### src/rtl/msi_dir_pkg.sv
package msi_dir_pkg;

   localparam logic [1:0] ST_I = 2'b00;
   localparam logic [1:0] ST_S = 2'b01;
   localparam logic [1:0] ST_M = 2'b10;

   localparam logic KIND_GRANT = 1'b0;
   localparam logic KIND_DOWN  = 1'b1;

   // true when a holder in state h may coexist with a new holder in state n
   function automatic logic states_coexist(input logic [1:0] h, input logic [1:0] n);
      logic clash;
      clash = (h == ST_M && n != ST_I) || (h == ST_S && n == ST_M);
      return !clash;
   endfunction

   // state a conflicting child must drop to for a request of state n
   function automatic logic [1:0] drop_target(input logic [1:0] n);
      return (n == ST_M) ? ST_I : ST_S;
   endfunction

endpackage

### src/rtl/msi_dir_store.sv
module msi_dir_store #(
   parameter int N_CHILD = 4,
   parameter int ADDR_W  = 4,
   parameter int DATA_W  = 32
) (
   input  logic                        clk,
   input  logic                        rst_n,
   // request-side read row
   input  logic [ADDR_W-1:0]           row_addr,
   output logic [N_CHILD-1:0][1:0]     row_state,
   output logic [N_CHILD-1:0]          row_wait,
   output logic [DATA_W-1:0]           row_data,
   // response-side read of one entry
   input  logic [ADDR_W-1:0]           rsp_addr,
   input  logic [$clog2(N_CHILD)-1:0]  rsp_child,
   output logic [1:0]                  rsp_cur,
   // response write
   input  logic                        rsp_en,
   input  logic [1:0]                  rsp_state,
   input  logic                        mem_we,
   input  logic [DATA_W-1:0]           mem_wdata,
   // request-side writes (address = row_addr)
   input  logic                        gnt_en,
   input  logic [$clog2(N_CHILD)-1:0]  gnt_child,
   input  logic [1:0]                  gnt_state,
   input  logic                        mark_en,
   input  logic [$clog2(N_CHILD)-1:0]  mark_child
);
   import msi_dir_pkg::*;

   localparam int NUM_ADDR = 1 << ADDR_W;

   logic [N_CHILD-1:0][1:0] dir_q  [NUM_ADDR];
   logic [N_CHILD-1:0]      wait_q [NUM_ADDR];
   logic [DATA_W-1:0]       mem_q  [NUM_ADDR];

   assign row_state = dir_q[row_addr];
   assign row_wait  = wait_q[row_addr];
   assign row_data  = mem_q[row_addr];
   assign rsp_cur   = dir_q[rsp_addr][rsp_child];

   always_ff @(posedge clk) begin
      if (!rst_n) begin
         for (int a = 0; a < NUM_ADDR; a++) begin
            dir_q[a]  <= '0;
            wait_q[a] <= '0;
            mem_q[a]  <= '0;
         end
      end else if (rsp_en) begin
         dir_q[rsp_addr][rsp_child]  <= rsp_state;
         wait_q[rsp_addr][rsp_child] <= 1'b0;
         if (mem_we) mem_q[rsp_addr] <= mem_wdata;
      end else begin
         if (gnt_en)  dir_q[row_addr][gnt_child]   <= gnt_state;
         if (mark_en) wait_q[row_addr][mark_child] <= 1'b1;
      end
   end

   // a single M holder per address
   for (genvar a = 0; a < NUM_ADDR; a++) begin : g_one_m
      logic [N_CHILD-1:0] m_vec;
      always_comb begin
         for (int i = 0; i < N_CHILD; i++) m_vec[i] = (dir_q[a][i] == ST_M);
      end
      a_r9_single_m: assert property (@(posedge clk) disable iff (!rst_n)
         $countones(m_vec) <= 1);
   end

   // a response leaves the entry in the responded state with its flag clear
   a_r7_rsp_clears_wait: assert property (@(posedge clk) disable iff (!rst_n)
      rsp_en |=> (wait_q[$past(rsp_addr)][$past(rsp_child)] == 1'b0));
   a_r7_rsp_sets_state: assert property (@(posedge clk) disable iff (!rst_n)
      rsp_en |=> (dir_q[$past(rsp_addr)][$past(rsp_child)] == $past(rsp_state)));

endmodule

### src/rtl/msi_dir_conflict.sv
module msi_dir_conflict #(
   parameter int N_CHILD = 4
) (
   input  logic [N_CHILD-1:0][1:0]     row_state,
   input  logic [N_CHILD-1:0]          row_wait,
   input  logic [$clog2(N_CHILD)-1:0]  req_child,
   input  logic [1:0]                  req_state,
   output logic [N_CHILD-1:0]          clash_vec,
   output logic [N_CHILD-1:0]          cand_vec
);
   import msi_dir_pkg::*;

   for (genvar i = 0; i < N_CHILD; i++) begin : g_child
      logic other;
      assign other        = (req_child != i[$clog2(N_CHILD)-1:0]);
      assign clash_vec[i] = other && !states_coexist(row_state[i], req_state);
      assign cand_vec[i]  = clash_vec[i] && !row_wait[i];
   end

endmodule

### src/rtl/msi_dir_pick.sv
module msi_dir_pick #(
   parameter int N_CHILD = 4
) (
   input  logic [N_CHILD-1:0]          vec,
   output logic                        found,
   output logic [$clog2(N_CHILD)-1:0]  idx
);
   always_comb begin
      found = 1'b0;
      idx   = '0;
      for (int i = N_CHILD - 1; i >= 0; i--) begin
         if (vec[i]) begin
            found = 1'b1;
            idx   = i[$clog2(N_CHILD)-1:0];
         end
      end
   end
endmodule

### src/rtl/msi_dir_ctrl.sv
module msi_dir_ctrl #(
   parameter int N_CHILD = 4,
   parameter int ADDR_W  = 4,
   parameter int DATA_W  = 32,
   localparam int CHILD_W = $clog2(N_CHILD)
) (
   input  logic               clk,
   input  logic               rst_n,
   input  logic               req_valid,
   output logic               req_ready,
   input  logic [CHILD_W-1:0] req_child,
   input  logic [ADDR_W-1:0]  req_addr,
   input  logic [1:0]         req_state,
   input  logic               rsp_valid,
   input  logic [CHILD_W-1:0] rsp_child,
   input  logic [ADDR_W-1:0]  rsp_addr,
   input  logic [1:0]         rsp_state,
   input  logic [DATA_W-1:0]  rsp_data,
   output logic               out_valid,
   input  logic               out_ready,
   output logic               out_kind,
   output logic [CHILD_W-1:0] out_child,
   output logic [ADDR_W-1:0]  out_addr,
   output logic [1:0]         out_state,
   output logic [DATA_W-1:0]  out_data
);
   import msi_dir_pkg::*;

   if (N_CHILD < 2) begin : g_bad_n
      $error("msi_dir_ctrl: N_CHILD must be at least 2");
   end
   if ((1 << CHILD_W) != N_CHILD) begin : g_bad_pow
      $error("msi_dir_ctrl: N_CHILD must be a power of two");
   end
   if (ADDR_W < 1 || ADDR_W > 10) begin : g_bad_addr
      $error("msi_dir_ctrl: ADDR_W out of range");
   end
   if (DATA_W < 1) begin : g_bad_data
      $error("msi_dir_ctrl: DATA_W must be positive");
   end

   logic [N_CHILD-1:0][1:0] row_state;
   logic [N_CHILD-1:0]      row_wait;
   logic [DATA_W-1:0]       row_data;
   logic [1:0]              rsp_cur;
   logic [N_CHILD-1:0]      clash_vec, cand_vec;
   logic                    cand_found;
   logic [CHILD_W-1:0]      cand_idx;
   logic                    req_act, can_grant, out_fire;

   msi_dir_conflict #(.N_CHILD(N_CHILD)) u_conf (
      .row_state (row_state),
      .row_wait  (row_wait),
      .req_child (req_child),
      .req_state (req_state),
      .clash_vec (clash_vec),
      .cand_vec  (cand_vec)
   );

   msi_dir_pick #(.N_CHILD(N_CHILD)) u_pick (
      .vec   (cand_vec),
      .found (cand_found),
      .idx   (cand_idx)
   );

   assign req_act   = req_valid && !rsp_valid;
   assign can_grant = (clash_vec == '0) && !row_wait[req_child];

   assign out_valid = req_act && (can_grant || cand_found);
   assign out_kind  = can_grant ? KIND_GRANT : KIND_DOWN;
   assign out_child = can_grant ? req_child : cand_idx;
   assign out_addr  = req_addr;
   assign out_state = can_grant ? req_state : drop_target(req_state);
   assign out_data  = (can_grant && row_state[req_child] == ST_I) ? row_data : '0;
   assign out_fire  = out_valid && out_ready;
   assign req_ready = out_fire && can_grant;

   msi_dir_store #(.N_CHILD(N_CHILD), .ADDR_W(ADDR_W), .DATA_W(DATA_W)) u_store (
      .clk        (clk),
      .rst_n      (rst_n),
      .row_addr   (req_addr),
      .row_state  (row_state),
      .row_wait   (row_wait),
      .row_data   (row_data),
      .rsp_addr   (rsp_addr),
      .rsp_child  (rsp_child),
      .rsp_cur    (rsp_cur),
      .rsp_en     (rsp_valid),
      .rsp_state  (rsp_state),
      .mem_we     (rsp_valid && rsp_cur == ST_M),
      .mem_wdata  (rsp_data),
      .gnt_en     (req_ready),
      .gnt_child  (req_child),
      .gnt_state  (req_state),
      .mark_en    (out_fire && !can_grant),
      .mark_child (cand_idx)
   );

   // responses take the cycle
   a_r8_rsp_first: assert property (@(posedge clk) disable iff (!rst_n)
      rsp_valid |-> (!out_valid && !req_ready));
   // a downgrade never targets a child already waited on
   a_r5_no_repeat_down: assert property (@(posedge clk) disable iff (!rst_n)
      (out_valid && out_kind == KIND_DOWN) |-> !row_wait[out_child]);
   // a waited requester is not granted
   a_r6_waited_held: assert property (@(posedge clk) disable iff (!rst_n)
      (req_valid && row_wait[req_child]) |-> !req_ready);
   // grants to a non-I holder carry no data
   a_r3_no_data_upgrade: assert property (@(posedge clk) disable iff (!rst_n)
      (out_valid && out_kind == KIND_GRANT && row_state[req_child] != ST_I) |-> (out_data == '0));
   // back-pressure holds the request
   a_r10_backpressure: assert property (@(posedge clk) disable iff (!rst_n)
      (out_valid && !out_ready) |-> !req_ready);

endmodule

### config.mk
export PLATFORM = sky130hd
export DESIGN_NAME = msi_dir_ctrl
export DESIGN_NICKNAME = d
export VERILOG_FILES = /design/src/rtl/msi_dir_pkg.sv /design/src/rtl/msi_dir_store.sv /design/src/rtl/msi_dir_conflict.sv /design/src/rtl/msi_dir_pick.sv /design/src/rtl/msi_dir_ctrl.sv
export SDC_FILE = /design/constraint.sdc
export NUM_CORES = 1
export LEC_CHECK = 0
export BUFFER_PORTS_ARGS = -buffer_cell sky130_fd_sc_hd__buf_2
export CORE_UTILIZATION = 62
export DETAILED_ROUTE_END_ITERATION = 10
export PLACE_DENSITY = 0.87
export SLEW_MARGIN = 20
export SYNTH_ARGS = -nofsm -noshare
export SYNTH_HDL_FRONTEND = slang
export SYNTH_HIERARCHICAL = 1
export SYNTH_SLANG_ARGS = --single-unit
### constraint.sdc
create_clock -name clk -period 6.63 [get_ports clk]
set_input_delay 0.9945 -clock clk [delete_from_list [all_inputs] [get_ports clk]]
set_output_delay 0.9945 -clock clk [all_outputs]
set_load 0.05 [all_outputs]
== After elaboration in Yosys (flattened, before gate mapping) ==
Memories as Yosys holds them, arrays and structs flattened.
Cells that the tools add are included.

* Memories: 3
* Output and inout port bits: 43
* Memory bits (writable): 704
* Register bits: 0
* Word-level logic and storage cells: 129

{| class="wikitable"
|+ Memory list
! name !! words !! width !! rd ports !! clocked after memory_dff !! write ports !! line !! RTL
|-
| u_store.mem_q || 16 || 32 || 1 || 0 || 16 || msi_dir_store.sv:35 || <nowiki>logic [DATA_W-1:0] mem_q [NUM_ADDR];</nowiki>
|-
| u_store.dir_q || 16 || 8 || 2 || 0 || 16 || msi_dir_store.sv:33 || <nowiki>logic [N_CHILD-1:0][1:0] dir_q [NUM_ADDR];</nowiki>
|-
| u_store.wait_q || 16 || 4 || 1 || 0 || 16 || msi_dir_store.sv:34 || <nowiki>logic [N_CHILD-1:0] wait_q [NUM_ADDR];</nowiki>
|}

* $lt $le $gt $ge: 6
* Equality and inequality tests: 13
* Reductions and logical operators: 48
* Muxes and demuxes: 59

{| class="wikitable"
|+ Operator list
! cell !! number
|-
| 32-bit 2-to-1 mux || 2
|-
| 8-bit 2-to-1 mux || 6
|-
| 4-bit 2-to-1 mux || 11
|-
| 32-bit OR reduction || 1
|-
| 1-bit logical AND || 27
|-
| 1-bit 2-to-1 mux || 23
|-
| 2-bit 2-to-1 mux || 10
|-
| 8-bit OR reduction || 2
|-
| 2-bit == test (second input constant) || 6
|-
| 2-bit by 3-bit less-than comparator with 1-bit output (second input constant) || 3
|-
| 2-bit binary-select mux with 2-bit select || 2
|-
| 2-bit demux with 2-bit select || 2
|-
| 2-bit by 1-bit == test with 1-bit output (second input constant) || 4
|-
| 4-bit OR reduction || 2
|-
| 1-bit zero test || 7
|-
| 2-bit by 1-bit >= comparator with 1-bit output (second input constant) || 3
|-
| 1-bit logical OR || 5
|-
| 1-bit demux with 2-bit select || 2
|-
| 4-bit zero test || 1
|-
| 2-bit != test (second input constant) || 2
|-
| 2-bit nonzero test || 2
|-
| 1-bit binary-select mux with 2-bit select || 1
|-
| 2-bit zero test || 1
|-
| 2-bit by 1-bit != test with 1-bit output (second input constant) || 1
|}

== Logic depth before layout (Yosys ltp) ==
Gate-level depths: netlist of run 1.
An unclocked memory read counts as a cell.

* Depth after elaboration: 20
* Mapped depth: 19
* Mapped depth without buffers: 12

== By module ==
The synthesis of run 1 kept the hierarchy.

{| class="wikitable"
|+ By module, submodules not included
! module !! cells each !! sequential area each (um^2) !! area an instance (um^2) !! instances
|-
| msi_dir_store || 2159 || 21140.3 || 33315.7 || 1
|-
| msi_dir_ctrl || 112 || 0.0 || 898.4 || 1
|-
| msi_dir_conflict || 24 || 0.0 || 156.4 || 1
|-
| msi_dir_pick || 7 || 0.0 || 35.0 || 1
|}

== Worst setup path after synthesis of run 1 ==
Ideal clock, no wire load.

* Path type: in2reg
* Start: input req_addr[0]
* End: memory u_store/dir_q[0][0] (netlist name) (enable)
* Library setup time: 0.313 ns
* Setup slack: -0.570 ns
* Stages on the path: 17
* Path buffers: 5
* Arrival: 6.887 ns
* Cells stage by stage: buf_2 > buf_1 > mux4_2 > mux4_2 > and4bb_2 > a31oi_1 > a21oi_1 > or4_4 > a21o_4 > buf_6 > nor3_1 > nand3b_4 > buf_2 > mux2i_1 > nand4_1 > buf_2 > o21ai_1

{| class="wikitable"
|+ RTL lines
! item !! line !! RTL
|-
| from (decl) || msi_dir_ctrl.sv:12 || <nowiki>input logic [ADDR_W-1:0] req_addr,</nowiki>
|-
| to (decl) || msi_dir_store.sv:33 ||
|}

==> impl_metrics.json, run 1 <==
{
  "hold-path-cell-count": 2,
  "routabilityCongestion": 0.9314,
  "cts_root_buf": "clkbuf_16",
  "ys_types": 54,
  "syn_to_final_growth_pct": 11.02,
  "dieArea_sq_um": 56440,
  "place_inst": 2997,
  "syn_inst": 2302,
  "synth_top_area_frac": 0.6144,
  "wl_per_cell_um": 29.05,
  "drv_slew": 0,
  "ios": 96,
  "cts_tree": "yes",
  "finalHoldViolCount": 0,
  "post-cts-setup-buffer-count": 0,
  "critPathMaxStageDelay_ns": 0.69,
  "crit_cells": 13,
  "clock_power_share": 0.398,
  "worst_clock_skew_ns": 0.02366,
  "n_fill_cell": 3217,
  "path_buf_inv": 1,
  "clk_latency_ns": 0.62,
  "powerDensity_nw_per_um2": 266.9,
  "path_clk_slew_ns": 0.06,
  "placed_cell_area_sq_um": 35830,
  "power_switching_mw": 2.417,
  "via_per_inst": 6.894,
  "finalSetupViolations": 0,
  "wl_mm": 90.91,
  "seq_area_frac_synth": 0.6144,
  "multi_input_area_sq_um": 12380,
  "max-vdd-ir-drop_v": 0.0002861,
  "fmax_ghz": 0.1631,
  "grt_first_pass_wirelength_mm": 135.9,
  "slowest_stage": "mux2i_1",
  "critical_path_class": "primary input to register",
  "synthFlopType": "edfxtp_1",
  "postCtsHoldBufs": 0,
  "syn_nets": 2355,
  "max_slew_margin": 0.2722,
  "drv_cap": 0,
  "track_usage": 0.3292,
  "drc": 0,
  "die_w_um": 237.6,
  "cp_max_fo": 40,
  "fin_crit_sh": 0.9247,
  "synth_area_leaders": "edfxtp_1 (61%), mux4_2 (17%), and2_1 (9.3%)",
  "register_area_sq_um": 21140,
  "tightest_slew_ns": 1.092,
  "rr_worst_depth": 12,
  "drt-initial-drc-count": 3300,
  "worst_path_most_repeated_cell": "mux4_2",
  "numClockSinks": 704,
  "worstPathCellList": "buf_8 > mux4_2 > mux4_2 > and4bb_2 > a31oi_1 > a21oi_1 > or4_4 > a21o_4 > nor3_2 > nand3b_4 > mux2i_1 > nand4_1 > o21ai_0",
  "stdcell_count": 3130,
  "power_mw": 10.19,
  "p_comb_frac": 0.101,
  "dr_total_vias": 21578,
  "synth_warnings": 6,
  "syn_area_sq_um": 34410,
  "dp_hpwl_mm": 54.21,
  "cts_resized": 0,
  "grt_antenna_before_repair": 7,
  "nets": 2386,
  "power.share.switching": 0.2371,
  "synth_seq_cells": 704,
  "fin_crit_ns": 6.131,
  "yosys.area.top_type": "edfxtp_1",
  "ant_nets": 0,
  "cts_buffer_depth": 3,
  "finalInstanceArea_sq_um": 38200,
  "dr.pass1.iters": 9,
  "coreArea_sq_um": 54350,
  "numPortBuffers": 95,
  "holdCritPathClass": "primary input to register",
  "cp_top_family": "simple AND/OR/NAND/NOR gates",
  "tns_ns": 0,
  "htree_levels": 3,
  "layout-drive-gt1-share": 0.2606,
  "cp.required_ns": 6.92,
  "synth.avg_cell_area_sq_um": 14.95,
  "grt_pass1_vias": 21891,
  "endpoint_kind": "register",
  "p_leak_nw": 13.38,
  "dieHeight_um": 237.6,
  "startpoint_type": "primary input",
  "seqPwrFrac": 0.500,
  "synth-edff-count": 704,
  "internal_power_mw": 7.777,
  "grt_max_degree": 126,
  "fp-row-count": 85,
  "ys_async_sr_fraction": 0,
  "start_util": 0.6331,
  "rsz0062_at_grt": "false",
  "outcome": "finished, final reports clean",
  "critPathArrivalTime_ns": 6.42,
  "grt_overflow": 0,
  "cts_buffers": 72
}
path summary, 6_finish.rpt:
check                                                        start                                   to  slack [ns]
worst max-delay path                                   req_addr[0]    u_store/dir_q[0][4]$_SDFFCE_PN0P_        0.50
worst min-delay path                                  rsp_data[29]  u_store/mem_q[13][29]$_SDFFCE_PN0P_        0.83
worst max register to register   u_store/dir_q[3][6]$_SDFFCE_PN0P_    u_store/dir_q[0][4]$_SDFFCE_PN0P_        0.90
worst min register to register  u_store/wait_q[3][3]$_SDFFCE_PN0P_   u_store/wait_q[3][2]$_SDFFCE_PN0P_        1.73
worst register-to-register path, cell delays in order (launching register included):
cell and delay [ns]:
edfxtp_1 0.46, mux4_2 0.50, mux4_2 0.49, and4bb_2 0.24, a31oi_1 0.20, a21oi_1 0.10, or4_4 0.57, a21o_4 0.20
nor3_2 0.41, nand3b_4 0.31, mux2i_1 0.69, nand4_1 0.66, o21ai_0 0.55
placed cells by master (no fill, tap or decap), drive strengths merged, types with 10 or more instances in the layout:
cell type  count
nor3          12
edfxtp       704
nand2b        12
a31oi         13
o21ai        142
nand4         33
mux2          10
a22oi         17
a21oi         11
and2         514
nor2         214
clkbuf        88
clkinv        30
buf          176
mux4         253
inv           46
nor4          32
power groups by stage:
stage | clock network [mW] | registers, mW | logic (mW)
2_1_floorplan | 0 | 5.17 | 0.709
3_3_place_gp | 0 | 5.17 | 0.981
3_5_place_dp | 0 | 5.19 | 1.01
4_1_cts | 4.08 | 5.10 | 1.02
5_1_grt | 4.25 | 5.11 | 1.08
6_report | 4.06 | 5.10 | 1.03
Yosys cell counts, types with 17 or more instances:
| master | count |
|---|---|
| clkbuf_1 | 136 |
| buf_2 | 53 |
| nand4_1 | 33 |
| inv_1 | 43 |
| a22oi_1 | 17 |
| buf_1 | 20 |
| o21ai_0 | 74 |
| o21ai_1 | 68 |
| nor4_2 | 31 |
| mux4_2 | 253 |
| and2_1 | 513 |
| nor2_1 | 214 |
| edfxtp_1 | 704 |
cells by family after synthesis:
family	count (synthesis)	synth area share
buffers and inverters	263	0.03215
and+or+nand+nor	866	0.1490
DFF	704	0.6144
muxes	272	0.1720
AOI/OAI and AO/OA	197	0.03237
stage by stage:
step	setup WS [ns]	util	hold WS, ns
global placement	0.3569	0.6591	1.434
detailed placement	0.03326	0.6592	1.449
floorplan	0.03735	-	1.193
global route	0.3061	0.7029	0.8579
finish	0.4990	0.7029	0.8280
CTS	0.5468	0.7021	0.8069
sequential cells by signal, indices dropped and copies added, names as in the netlist:
register	flops
u_store/dir_q	128
u_store/wait_q	64
u_store/mem_q	512
layout make-up:
cell class / instances / area share
Clock inverter: 40 / 0.009499
Timing Repair Buffer: 176 / 0.03272
Clock buffer: 88 / 0.05152
Sequential cell: 704 / 0.5534
Antenna cell: 4 / 0.0002620
Multi-Input combinational cell: 1335 / 0.3240
Inverter: 44 / 0.004324
Tap cell: 739 / 0.02421
metal layers:
metal  GRT usage  up-vias  share of wire
li1            -     8747              -
met1      0.4314    10815           0.34
met5           0        -        0.00030
met2      0.5317     1718           0.49
met4      0.1500        4          0.047
met3     0.07421      294           0.13
No activity file was read; power rests on OpenSTA's default activity.
==> run 2, diff against run 1 <==
- CAP_MARGIN: not set -> 5
- CORE_UTILIZATION: 62 -> 25
- PLACE_DENSITY: 0.87 -> 0.47
==> run 2 against run 1 <==
Effect of this change: first-iteration DRC count fell by 41%; global-route usage fell by 18 points; count of clock-buffer cells in the layout rose by 17; clock power rose by 2%; combinational power rose by 9%; non-clock buffer count rose by 9; sequential share of layout area fell by 2.8 points; critical path type is now primary input to primary output; critical endpoint is now out_data[0].
==> impl_metrics.json, run 2 (synthesis results as in run 1) <==
{
  "outcome": "finished, final reports clean",
  "internal_power_mw": 7.806,
  "fin_crit_ns": 6.308,
  "rsz0062_at_grt": "false",
  "wirelength_met1_mm": 44.74,
  "r2r_end": "u_store/dir_q[4][3]$_SDFFCE_PN0P_",
  "via_per_inst": 4.868,
  "rrSetupSlack_ns": 0.86,
  "finalSetupViolations": 0,
  "numPortBuffers": 95,
  "path_clk_slew_ns": 0.06,
  "post-cts-setup-buffer-count": 0,
  "r2r_start": "u_store/dir_q[7][2]$_SDFFCE_PN0P_",
  "critical_path_class": "primary input to primary output",
  "ant_nets": 0,
  "wl_met2_mm": 49.83,
  "drv_cap": 0,
  "htree_levels": 3,
  "met3_length_mm": 7.126,
  "dieHeight_um": 373.0,
  "power_mw": 10.38,
  "endpoint_kind": "primary output",
  "dieArea_sq_um": 139100,
  "startpoint_type": "primary input",
  "final_cell_mix": "edfxtp_1 (704), and2_1 (513), mux4_2 (253), nor2_1 (201), clkbuf_16 (80)",
  "wl_per_cell_um": 24.71,
  "finalInstanceArea_sq_um": 40200,
  "stdcell_count": 4192,
  "routabilityCongestion": 0.7992,
  "reg_top3": "u_store/mem_q (512), u_store/dir_q (128), u_store/wait_q (64)",
  "grt_antenna_before_repair": 15,
  "die_w_um": 373.0,
  "power.share.switching": 0.2478,
  "ios": 96,
  "worst_clock_skew_ns": 0.02549,
  "dp_hpwl_mm": 61.06,
  "powerDensity_nw_per_um2": 258.1,
  "start_util": 0.2530,
  "clk_latency_ns": 0.66,
  "fmax_ghz": 0.1585,
  "grt_pass1_vias": 21090,
  "cp_max_fo": 33,
  "drv_slew": 0,
  "grt_first_pass_wirelength_mm": 149.6,
  "critPathArrivalTime_ns": 5.31,
  "placed_cell_area_sq_um": 37770,
  "cts_buffer_depth": 3,
  "wl_mm": 103.6,
  "dr_total_vias": 20406,
  "top_register": "u_store/mem_q",
  "p_leak_nw": 13.53,
  "max_slew_margin": 0.2468,
  "fin_crit_sh": 0.9515,
  "drc": 0,
  "cts_buffers": 78,
  "syn_to_final_growth_pct": 16.85,
  "postCtsHoldBufs": 0,
  "coreArea_sq_um": 136000,
  "cts_tree": "yes",
  "cts_resized": 0,
  "layout-drive-gt1-share": 0.2618,
  "holdPathEnd": "u_store/mem_q[5][5]$_SDFFCE_PN0P_",
  "tns_ns": 0,
  "cts_root_buf": "clkbuf_16",
  "nets": 2401,
  "holdCritStartpoint": "rsp_data[5]",
  "track_usage": 0.1478,
  "dr.pass1.iters": 5,
  "power_switching_mw": 2.572,
  "seqPwrFrac": 0.491,
  "max-vdd-ir-drop_v": 0.0001823,
  "final_util": 0.2957,
  "holdCritPathClass": "primary input to register",
  "largest_reg_flops": 512,
  "rr_worst_depth": 12,
  "tightest_slew_ns": 1.127,
  "dpl_worst_slack_ns": -0.1120,
  "routed.top_layer": "met5",
  "finalHoldViolCount": 0,
  "mostFrequentLayoutCell": "edfxtp_1",
  "hold_slack_ns": 0.7865,
  "grt_max_degree": 112,
  "hold-path-cell-count": 2,
  "grt_overflow": 0,
  "numClockSinks": 704,
  "place_inst": 4048,
  "drt-initial-drc-count": 1955,
  "p_comb_frac": 0.108,
  "setup_slack_ns": 0.3218,
  "cp.required_ns": 5.64,
  "fp-row-count": 135,
  "clock_power_share": 0.401
}
==> run 2: changes by cell type in the layout (fill, tap and decap cells not counted), moves of 2 or more <==
cell,delta
buf_12,+36
buf_2,-30
clkbuf_1,+14
nor2_2,-12
nor2_4,+12
clkinv_1,-5
buf_4,+4
bufinv_16,-4
clkbuf_16,+3
clkinv_16,+2
clkinv_2,-2
clkinvlp_4,+2
inv_6,-2
==> run 2: worst max-delay path, stage by stage <==
cell and delay, ns:
buf_8 0.31, mux4_2 0.56, mux4_2 0.51, and4bb_2 0.24, a31oi_1 0.43, a21oi_1 0.14, or4_4 0.52, a21o_4 0.25
buf_4 0.26, nor4_2 0.81, buf_12 0.22
==> run 2: area by class of cell <==
class                           count  area [sq um]
Antenna cell                        5         12.51
Clock buffer                      105          2096
Clock inverter                     33         307.8
Fill cell                       13412         95770
Inverter                           44         165.2
Multi-Input combinational cell   1335         12430
Sequential cell                   704         21140
Tap cell                         1781          2228
Timing Repair Buffer              185          1826
==> run 2: layer usage <==
metal | global-route usage | up-vias
met5 | 0 | -
met4 | 0.03423 | 6
met3 | 0.03000 | 137
met2 | 0.2421 | 730
met1 | 0.2000 | 10757
li1 | - | 8776
==> run 2: how the worst max path moves through the flow <==
stage	from	to	slack, ns
CTS	req_addr[0]	out_data[0]	0.33
global placement	req_addr[0]	u_store/dir_q[4][3]$_SDFFCE_PN0P_	0.1
finish	req_addr[0]	out_data[0]	0.32
detailed placement	req_addr[0]	u_store/dir_q[4][2]$_SDFFCE_PN0P_	-0.11
global route	req_addr[0]	out_data[0]	0.18
floorplan	req_addr[0]	u_store/dir_q[0][0]$_SDFFCE_PN0P_	0.04
==> run 2: power groups by stage <==
| stage | Sequential [mW] | Combinational [mW] | Clock [mW] |
|---|---|---|---|
| final | 5.09 | 1.12 | 4.16 |
| after global placement | 5.17 | 1.13 | 0 |
| after CTS | 5.09 | 1.14 | 4.28 |
| after detailed placement | 5.19 | 1.14 | 0 |
| after global routing | 5.10 | 1.19 | 4.43 |
| after floorplan | 5.17 | 0.709 | 0 |
